**config.mk**
```make
export PLATFORM = sky130hd
export DESIGN_NAME = wdog_two_stage
export DESIGN_NICKNAME = d
export VERILOG_FILES = /design/src/rtl/wdog_pkg.sv /design/src/rtl/wdog_regs.sv /design/src/rtl/wdog_counter.sv /design/src/rtl/wdog_status.sv /design/src/rtl/wdog_two_stage.sv
export SDC_FILE = /design/constraint.sdc
export NUM_CORES = 1
export LEC_CHECK = 0
export ABC_CLOCK_PERIOD_IN_PS = 2200
export BUFFER_PORTS_ARGS = -buffer_cell sky130_fd_sc_hd__buf_2
export CAP_MARGIN = 20
export CELL_PAD_IN_SITES_DETAIL_PLACEMENT = 2
export CELL_PAD_IN_SITES_GLOBAL_PLACEMENT = 2
export CORE_ASPECT_RATIO = 1.25
export CORE_MARGIN = 4
export CORE_UTILIZATION = 31
export DETAILED_ROUTE_END_ITERATION = 16
export GPL_TIMING_DRIVEN = 0
export PLACE_DENSITY = 0.85
export SYNTH_ARGS = -nofsm -noshare
export SYNTH_HDL_FRONTEND = slang
export SYNTH_SLANG_ARGS = --single-unit
```
**constraint.sdc**
```tcl
create_clock -name clk -period 2.2 [get_ports clk]
set_input_delay 0.11 -clock clk [delete_from_list [all_inputs] [get_ports clk]]
set_output_delay 0.11 -clock clk [all_outputs]
set_load 0.05 [all_outputs]
```
**src/rtl/wdog_pkg.sv**
```systemverilog
package wdog_pkg;
  localparam logic [4:0] OFS_COUNT = 5'h00;
  localparam logic [4:0] OFS_STS1  = 5'h04;
  localparam logic [4:0] OFS_STS2  = 5'h06;
  localparam logic [4:0] OFS_CTRL  = 5'h08;
  localparam logic [4:0] OFS_INIT  = 5'h12;

  localparam int BIT_TO   = 3;
  localparam int BIT_SEC  = 1;
  localparam int BIT_BOOT = 2;
  localparam int BIT_HALT = 11;
  localparam int BIT_NRB  = 0;
endpackage

```
**src/rtl/wdog_regs.sv**
```systemverilog
module wdog_regs
  import wdog_pkg::*;
#(
  parameter int DATA_W   = 16,
  parameter int ADDR_W   = 5,
  parameter int CNT_W    = 10,
  parameter int INIT_RST = 4,
  parameter int INIT_MIN = 4
) (
  input  logic              clk,
  input  logic              rst,
  input  logic [ADDR_W-1:0] bus_addr,
  input  logic              bus_we,
  input  logic [DATA_W-1:0] bus_wdata,
  input  logic [CNT_W-1:0]  count_i,
  input  logic              to_i,
  input  logic              sec_i,
  input  logic              boot_i,
  output logic [DATA_W-1:0] rdata_o,
  output logic [CNT_W-1:0]  init_o,
  output logic              halt_o,
  output logic              nrb_o,
  output logic              reload_o,
  output logic              clr_to_o,
  output logic              clr_sec_o,
  output logic              clr_boot_o
);
  logic [CNT_W-1:0]  init_q;
  logic              halt_q, nrb_q;
  logic [DATA_W-1:0] rdata_q, rd_mux;
  logic              hit_cnt, hit_s1, hit_s2, hit_ctl, hit_ini;
  logic              unused_wdata;

  assign hit_cnt = bus_we && (bus_addr == ADDR_W'(OFS_COUNT));
  assign hit_s1  = bus_we && (bus_addr == ADDR_W'(OFS_STS1));
  assign hit_s2  = bus_we && (bus_addr == ADDR_W'(OFS_STS2));
  assign hit_ctl = bus_we && (bus_addr == ADDR_W'(OFS_CTRL));
  assign hit_ini = bus_we && (bus_addr == ADDR_W'(OFS_INIT));

  assign reload_o   = hit_cnt;
  assign clr_to_o   = hit_s1 && bus_wdata[BIT_TO];
  assign clr_sec_o  = hit_s2 && bus_wdata[BIT_SEC];
  assign clr_boot_o = hit_s2 && bus_wdata[BIT_BOOT];
  assign unused_wdata = ^bus_wdata;

  always_ff @(posedge clk) begin
    if (rst) begin
      init_q <= CNT_W'(INIT_RST);
      halt_q <= 1'b1;
      nrb_q  <= 1'b1;
    end else begin
      if (hit_ctl) begin
        halt_q <= bus_wdata[BIT_HALT];
        nrb_q  <= bus_wdata[BIT_NRB];
      end
      if (hit_ini && (bus_wdata[CNT_W-1:0] >= CNT_W'(INIT_MIN)))
        init_q <= bus_wdata[CNT_W-1:0];
    end
  end

  always_comb begin
    rd_mux = '0;
    case (bus_addr)
      ADDR_W'(OFS_COUNT): rd_mux[CNT_W-1:0] = count_i;
      ADDR_W'(OFS_STS1):  rd_mux[BIT_TO] = to_i;
      ADDR_W'(OFS_STS2): begin
        rd_mux[BIT_SEC]  = sec_i;
        rd_mux[BIT_BOOT] = boot_i;
      end
      ADDR_W'(OFS_CTRL): begin
        rd_mux[BIT_HALT] = halt_q;
        rd_mux[BIT_NRB]  = nrb_q;
      end
      ADDR_W'(OFS_INIT):  rd_mux[CNT_W-1:0] = init_q;
      default:            rd_mux = '0;
    endcase
  end

  always_ff @(posedge clk) begin
    if (rst) rdata_q <= '0;
    else     rdata_q <= rd_mux;
  end

  assign rdata_o = rdata_q;
  assign init_o  = init_q;
  assign halt_o  = halt_q;
  assign nrb_o   = nrb_q;
endmodule

```
**src/rtl/wdog_counter.sv**
```systemverilog
module wdog_counter #(
  parameter int CNT_W    = 10,
  parameter int INIT_RST = 4
) (
  input  logic             clk,
  input  logic             rst,
  input  logic             tick_i,
  input  logic             halt_i,
  input  logic             reload_i,
  input  logic [CNT_W-1:0] init_i,
  output logic [CNT_W-1:0] count_o,
  output logic             expire_o
);
  logic [CNT_W-1:0] count_q;
  logic             step;

  assign step     = tick_i && !halt_i && !reload_i;
  assign expire_o = step && (count_q == '0);

  always_ff @(posedge clk) begin
    if (rst)             count_q <= CNT_W'(INIT_RST);
    else if (reload_i)   count_q <= init_i;
    else if (expire_o)   count_q <= init_i;
    else if (step)       count_q <= count_q - 1'b1;
  end

  assign count_o = count_q;
endmodule

```
**src/rtl/wdog_status.sv**
```systemverilog
module wdog_status (
  input  logic clk,
  input  logic rst,
  input  logic expire_i,
  input  logic clr_to_i,
  input  logic clr_sec_i,
  input  logic clr_boot_i,
  input  logic nrb_i,
  output logic to_o,
  output logic sec_o,
  output logic boot_o,
  output logic rst_req_o
);
  logic to_q, sec_q, boot_q, req_q;
  logic to_kept, second;

  assign to_kept = to_q && !clr_to_i;
  assign second  = expire_i && to_kept;

  always_ff @(posedge clk) begin
    if (rst) begin
      to_q   <= 1'b0;
      sec_q  <= 1'b0;
      boot_q <= 1'b0;
      req_q  <= 1'b0;
    end else begin
      to_q   <= expire_i || to_kept;
      sec_q  <= second || (sec_q && !clr_sec_i);
      boot_q <= second || (boot_q && !clr_boot_i);
      req_q  <= second && !nrb_i;
    end
  end

  assign to_o      = to_q;
  assign sec_o     = sec_q;
  assign boot_o    = boot_q;
  assign rst_req_o = req_q;
endmodule

```
**src/rtl/wdog_two_stage.sv**
```systemverilog
module wdog_two_stage #(
  parameter int DATA_W   = 16,
  parameter int ADDR_W   = 5,
  parameter int CNT_W    = 10,
  parameter int INIT_RST = 4,
  parameter int INIT_MIN = 4
) (
  input  logic              clk,
  input  logic              rst,
  input  logic              tick_i,
  input  logic [ADDR_W-1:0] bus_addr_i,
  input  logic              bus_we_i,
  input  logic [DATA_W-1:0] bus_wdata_i,
  output logic [DATA_W-1:0] bus_rdata_o,
  output logic              rst_req_o
);
  logic [CNT_W-1:0] count, init_val;
  logic halt, nrb, reload, clr_to, clr_sec, clr_boot;
  logic expire, to_flag, sec_flag, boot_flag;

  wdog_regs #(
    .DATA_W(DATA_W), .ADDR_W(ADDR_W), .CNT_W(CNT_W),
    .INIT_RST(INIT_RST), .INIT_MIN(INIT_MIN)
  ) regs_i (
    .clk(clk), .rst(rst),
    .bus_addr(bus_addr_i), .bus_we(bus_we_i), .bus_wdata(bus_wdata_i),
    .count_i(count), .to_i(to_flag), .sec_i(sec_flag), .boot_i(boot_flag),
    .rdata_o(bus_rdata_o), .init_o(init_val), .halt_o(halt), .nrb_o(nrb),
    .reload_o(reload), .clr_to_o(clr_to), .clr_sec_o(clr_sec),
    .clr_boot_o(clr_boot)
  );

  wdog_counter #(.CNT_W(CNT_W), .INIT_RST(INIT_RST)) cnt_i (
    .clk(clk), .rst(rst), .tick_i(tick_i), .halt_i(halt),
    .reload_i(reload), .init_i(init_val), .count_o(count), .expire_o(expire)
  );

  wdog_status sts_i (
    .clk(clk), .rst(rst), .expire_i(expire), .clr_to_i(clr_to),
    .clr_sec_i(clr_sec), .clr_boot_i(clr_boot), .nrb_i(nrb),
    .to_o(to_flag), .sec_o(sec_flag), .boot_o(boot_flag),
    .rst_req_o(rst_req_o)
  );
endmodule

```
==> impl_results.md, run 1 <==
* Initial Utilization at 31.9%
* Max Root-Sink Buffers at 2
* Leakage power at roughly 0.00090 µW
* Vias at around 1600
* VDD IR max at between 0.0002 and 0.0003 V
* Flops & latches, synth at 37
* Filler cells at slightly above 600
* DP Cell Count at 283
* Number of global-route vias before repair at roughly 1800
* Total wire length at around 5500 µm
* Nets at about 250
* Sequential Power Share at between 40% and 50%
* Worst-Margin Slew at 544 ps
* Fmax at around 0.48 GHz
* Setup Skew at between 8 and 9 ps
* Largest net degree at the start of global routing at 13
* Post-synthesis mux area share at under 10%
* IO buf count at 30
* Synth Area per Inst at between 9 and 10 µm²
* Crit Path Class: flip-flop to flip-flop
* Die Wd at between 70 and 80 µm
* DRT Pass-1 Iters at 6
* Post-synth cell types at 45
* Final setup viols at 0
* Largest family of logic cells by synthesized area: simple AND/OR/NAND/NOR gates
* # DRC at 0
* Setup ws final at 101 ps
* Post-synthesis xor/xnor area fraction at about 1.0%
* Synth top cells by count: dfxtp_1, nor2_1, mux2i_1, nand2_1, a21oi_1
* Die height at 91.6 µm
* NetSw at around 340 µW
* Share of layout cells above drive strength 1 at 26.9%
* Hold Path Stages at 3
* GP Congestion at around 0.86
* Hold Crit Class: primary input to flip-flop
* Clock Power Share at roughly 45%
* Htree depth at 2
* Synth top area share at 42.7%
* Sequential-to-total area share from yosys stat at around 43%
* Iter 0 DRT Violations at ~110
* Status: complete, no violations
* Worst-path fanout max at 7
* Post-Syn Area at ~0.0017 mm²
* Num CTS Buffers at 5
* Synth Area in Compound Gates at 17.2%
* Prevailing post-synth register cell: dfxtp_1
* First-pass GRT wire length at between 8000 and 9000 µm
* I/O Pins at 42
* Gr usage total at around 17%
* Initial antenna violation count at 0
* Non-filler cells, final at between 200 and 300
* Worst Setup End Kind: flip-flop
* Clock transition at path regs at 80 ps
* Synth area leader: dfxtp_1
* Sw Ratio at about a quarter
* Fin Hold WS at 22.2 ps
* CTS sink count at 37
* Pre-CTS setup slack at 153 ps
* Tcrit/Tclk final at a little over nine tenths
* Cell-internal power at 1070 µW
* Max Cap Viol at 0
* Post-detailed-route count of antenna-violating nets at 0
* Top cells by area, synth: dfxtp_1, mux2i_1, nor2_1
* Max-slew violations at 0
* Post-synth EDFFs at 0
* Simple-gate share of the synthesized area at roughly a quarter
* Overflow after GRT at 0
* DR vias/cell at 5.56
* Core Region at about 0.0054 mm²
* Cell Pwr Density at 671 mW/mm²
* Syn. warnings at 0
* Post-CTS setup buffers at 0
* Comb pwr share at under 10%
* Synthesized instance count at ~190
* TritonCTS clock tree: built
* Utilization after layout at 38.9%
* Most common cell in the synthesized netlist: dfxtp_1
* CTS Hold Bufs at 0
* Startpoint type of the worst setup path: flip-flop
* DP Wirelength at between 4000 and 5000 µm
* CP required at 2410 ps
* Final min period at roughly 2100 ps
* P&R area growth vs syn at 21.9%
* # diodes at 0
* R2R cell count at 6
* DR WL/cell at 19.1 µm
* Endpoints failing hold at 0
* Clock latency on the worst-skew pair at roughly 310 ps
* Synth Area in Adders at less than 1%
* PostCTS Resize Cnt at 0
* Row count at 30
* Post-synth ARST share at 0%
* Crit path DAT at approximately 2300 ps
* Die area at roughly 0.007 mm²
* Clock root cell: clkbuf_8
* Relative slew slack at 63.7%
## stage by stage
stage / cell area [µm²] / setup TNS (ps) / total power [µW]
6_report: 2110 / 0 / 1420
5_1_grt: 2110 / -10.8 / 1460
4_1_cts: 2100 / 0 / 1430
3_5_place_dp: 1980 / 0 / 795
3_3_place_gp: 1980 / 0 / 793
2_1_floorplan: 1750 / 0 / 751
## flip-flops by register name (all words and copies together), names as in the netlist
register,flops
sts_i.rst_req_o,1
sts_i.boot_o,1
sts_i.sec_o,1
regs_i.nrb_o,1
regs_i.halt_o,1
sts_i.to_o,1
cnt_i.count_o,10
regs_i.init_o,10
regs_i.rdata_o,11
## cell usage in the layout (no fill, tap or decap), types with 4 or more instances in the layout
cell	instances
nand3_1	7
clkbuf_8	6
o21ai_0	5
clkbuf_1	4
buf_4	5
conb_1	5
nor3_2	4
a21oi_1	9
a22oi_1	7
mux2i_1	13
nand2_1	12
nor3_1	4
dfxtp_1	37
nor2_1	22
buf_2	33
## cell families after synthesis
kind of cell / Yosys count
AND/OR/NAND/NOR: 76
buffers and inverters: 15
flip-flops: 37
multiplexers: 14
XOR/XNOR: 2
other: 1
adder cells (fa/ha/maj): 1
AO/OA/AOI/OAI: 39
## power groups by stage
stage	Combinational, µW	Clock [µW]	Sequential [µW]
detailed placement	104	0	691
global placement	102	0	691
finish	105	638	675
global route	114	674	676
CTS	104	652	675
floorplan	58.2	0	693
## worst max-delay path, stage by stage, from the launching register on
cell and delay, ps:
dfxtp_1 380, inv_1 120, ha_1 310, or4b_4 520, nor3_2 130, mux2_2 350
a32o_1 200
## path summary, 6_finish.rpt
check                                       from                to  slack [ps]
worst max-delay path            cnt_i.count_o[1]  cnt_i.count_o[6]         100
worst min-delay path             bus_wdata_i[11]     regs_i.halt_o          20
worst max register to register  cnt_i.count_o[1]  cnt_i.count_o[6]         100
worst min register to register      regs_i.nrb_o   sts_i.rst_req_o         490
## layout make-up
type	instances	area (µm²)	area share, %
buffer	12	67.6	3.20
clock inverter	2	37.5	1.78
tap	64	80.1	3.79
inverter	3	11.3	0.533
sequential	37	741	35.0
multi-input combinational	137	945	44.7
timing repair buffer	30	150	7.10
clock buffer	6	82.6	3.91
## layer usage
metal	vias up	part of all wire (%)	global-route usage [%]
met2	39	53	30.0
li1	754	-	-
met4	0	2.2	6.97
met3	10	3.5	3.62
met1	814	41	20.2
met5	-	0	0
Power figures use the tool's default switching activity.
==> inputs of run 2 (changes only) <==
- BUFFER_PORTS_ARGS: -buffer_cell sky130_fd_sc_hd__buf_2 -> not set
- CORE_ASPECT_RATIO: 1.25 -> 0.6
- CORE_UTILIZATION: 31 -> 35
- DONT_BUFFER_PORTS: not set -> 1
- PLACE_DENSITY: 0.85 -> 0.81
- RECOVER_POWER: not set -> 25
==> impl_results.md, run 2 (synthesis results as in run 1) <==
* Status: complete, no violations
* DR WL/cell at 22.7 µm (+19%)
* First-pass GRT wire length at 9710 µm (+7.9%)
* Gr usage total at 20.5% (+3.2 points)
* Endpoints failing hold at 0 (unchanged)
* Htree depth at 2 (unchanged)
* P&R area growth vs syn at 17.4%
* Total wire length at 6140 µm (+11%)
* Num CTS Buffers at 5 (unchanged)
* Filler cells at 509 (-17%)
* Clock transition at path regs at 70 ps (about the same)
* Tcrit/Tclk final at 96.8% (+1.3 points)
* Nets at 232 (-7.9%)
* # diodes at 0 (unchanged)
* Post-CTS setup buffers at 0 (unchanged)
* Largest net degree at the start of global routing at 12 (-1)
* Max-slew violations at 0 (unchanged)
* Routed met3 length at 419 µm (+110%)
* Reg-to-reg setup timing slack at 70 ps (-30 ps)
* Die area at 0.00618 mm² (-9.9%)
* I/O Pins at 42 (unchanged)
* Initial antenna violation count at 0 (unchanged)
* RSZ-0062 raised after global routing: false
* Worst Hold Launch: bus_wdata_i[6]
* Hold Path Stages at 2 (-1)
* Setup TNS at 0 ps (unchanged)
* Final setup viols at 0 (unchanged)
* Setup Skew at 3.63 ps (-4.56 ps)
* Clock latency on the worst-skew pair at 290 ps (-20 ps)
* VDD IR max at 0.000300 V (+12%)
* Die Wd at 98.9 µm (+32%)
* Tot Pwr at 1380 µW (-2.4%)
* TritonCTS clock tree: built
* Worst r2r src: cnt_i.count_o[1]
* Cell Pwr Density at 680 mW/mm² (+1.4%)
* DP Cell Count at 252 (-11%)
* Post-detailed-route count of antenna-violating nets at 0 (unchanged)
* Wire length on met2 at 2850 µm (-3.8%)
* Worst-path fanout max at 7 (unchanged)
* Core Region at 0.00468 mm² (-14%)
* DP Wirelength at 4430 µm (+9.9%)
* Multi-input gate area at 921 µm² (-2.5%)
* Crit path DAT at 2310 ps (about the same)
* Register Area at 741 µm² (unchanged)
* Initial Utilization at 37.0% (+5.2 points)
* Clock root cell: clkbuf_8
* DRT Pass-1 Iters at 4 (-2)
* Share of layout cells above drive strength 1 at 14.0% (-13 points)
* IO buf count at 0 (-100%)
* Overflow after GRT at 0 (unchanged)
* Number of global-route vias before repair at 1693 (-3.9%)
* R2R cell count at 6 (unchanged)
* Max Cap Viol at 0 (unchanged)
* Non-filler cells, final at 270 (-7.2%)
* Max Root-Sink Buffers at 2 (unchanged)
* Die height at 62.5 µm (-32%)
* Final min period at 2130 ps (+29.5 ps)
* Worst Setup End Kind: flip-flop
* Max FFs per register at 11 (unchanged)
* Highest routed layer: met4
* Iter 0 DRT Violations at 109 (+0.93%)
* Leakage power at 0.000791 µW (-12%)
* GP Congestion at 0.913 (+6.3%)
* RR Endpoint: cnt_i.count_o[6]
* CTS sink count at 37 (unchanged)
* Hold EP: regs_i.init_o[6]
* WL met1 at 2810 µm (+24%)
* Hold Crit Class: primary input to flip-flop
* # DRC at 0 (unchanged)
* DR vias/cell at 5.85 (+5.2%)
* Fmax at 0.470 GHz (-1.4%)
* Crit Path Class: flip-flop to flip-flop
* Startpoint type of the worst setup path: flip-flop
* Relative slew slack at 29.1% (-35 points)
* Row count at 19 (-37%)
* Commonest non-fill, non-tap cell in the layout: dfxtp_1
* Most frequent cells in the layout: dfxtp_1, nor2_1, mux2i_1
* Vias at 1579 (-2.4%)
* CP required at 2380 ps (-30 ps)
* Worst-Margin Slew at 1050 ps (+509 ps)
## run 2: cell count changes in the layout (fill, tap and decap cells not counted), sizes merged
cell / before / now
clkinvlp: 1 / 0
clkbuf: 10 / 11
buf: 38 / 8
dlygate4sd3: 0 / 10
## run 2: per-stage QoR
step | hold WS [ps] | cell area, µm² | utilization [%] | worst slack, ps
global route | 22.5 | 2040 | 43.5 | 11.6
CTS | 22.2 | 2040 | 43.7 | 27.1
detailed placement | 249 | 1830 | 39.0 | 71.9
finish | 13.3 | 2040 | 43.5 | 71.3
global placement | 236 | 1830 | 39.0 | 178
floorplan | 235 | 1750 | - | 332
## run 2: power by group
part / total (µW) / internal, µW / leakage [µW] / switching, µW
clock network: 616 / 370 / 0.0000585 / 247
registers: 679 / 672 / 0.000298 / 6.47
logic: 89.0 / 32.3 / 0.000434 / 56.6
## run 2: routing by layer
metal  global-route usage [%]  vias to the layer above
li1                         -                      716
met1                     27.7                      804
met2                     32.9                       53
met3                     5.13                        6
met4                     4.77                        0
met5                        0                        -
## run 2: cell type report
| cell class | instances | area share (%) |
|---|---|---|
| Buffer | 12 | 3.32 |
| Tap cell | 63 | 3.87 |
| Timing Repair Buffer | 10 | 4.92 |
| Multi-Input combinational cell | 137 | 45.2 |
| Clock buffer | 7 | 4.24 |
| Clock inverter | 1 | 1.48 |
| Sequential cell | 37 | 36.4 |
| Inverter | 3 | 0.553 |
## run 2: worst max-delay path by stage
stage	from	endpoint	slack, ps
6_report	cnt_i.count_o[1]	cnt_i.count_o[6]	70
5_1_grt	cnt_i.count_o[1]	cnt_i.count_o[6]	10
4_1_cts	cnt_i.count_o[1]	cnt_i.count_o[3]	30
3_5_place_dp	cnt_i.count_o[0]	cnt_i.count_o[3]	70
3_3_place_gp	cnt_i.count_o[1]	cnt_i.count_o[6]	180
2_1_floorplan	cnt_i.count_o[0]	cnt_i.count_o[6]	330
## run 2: worst max-delay path, stage by stage (launching register included)
cell and delay, ps:
dfxtp_1 380, inv_1 110, ha_1 290, or4b_4 530
nor3_2 130, mux2_2 360, a32o_1 210
## run 2: what timing repair did
action                                 4_1_cts  5_1_grt
endpoints found under the hold margin       11        0
hold buffers                                10        0
gates resized for setup                      0        1
setup endpoints to repair                    0       13
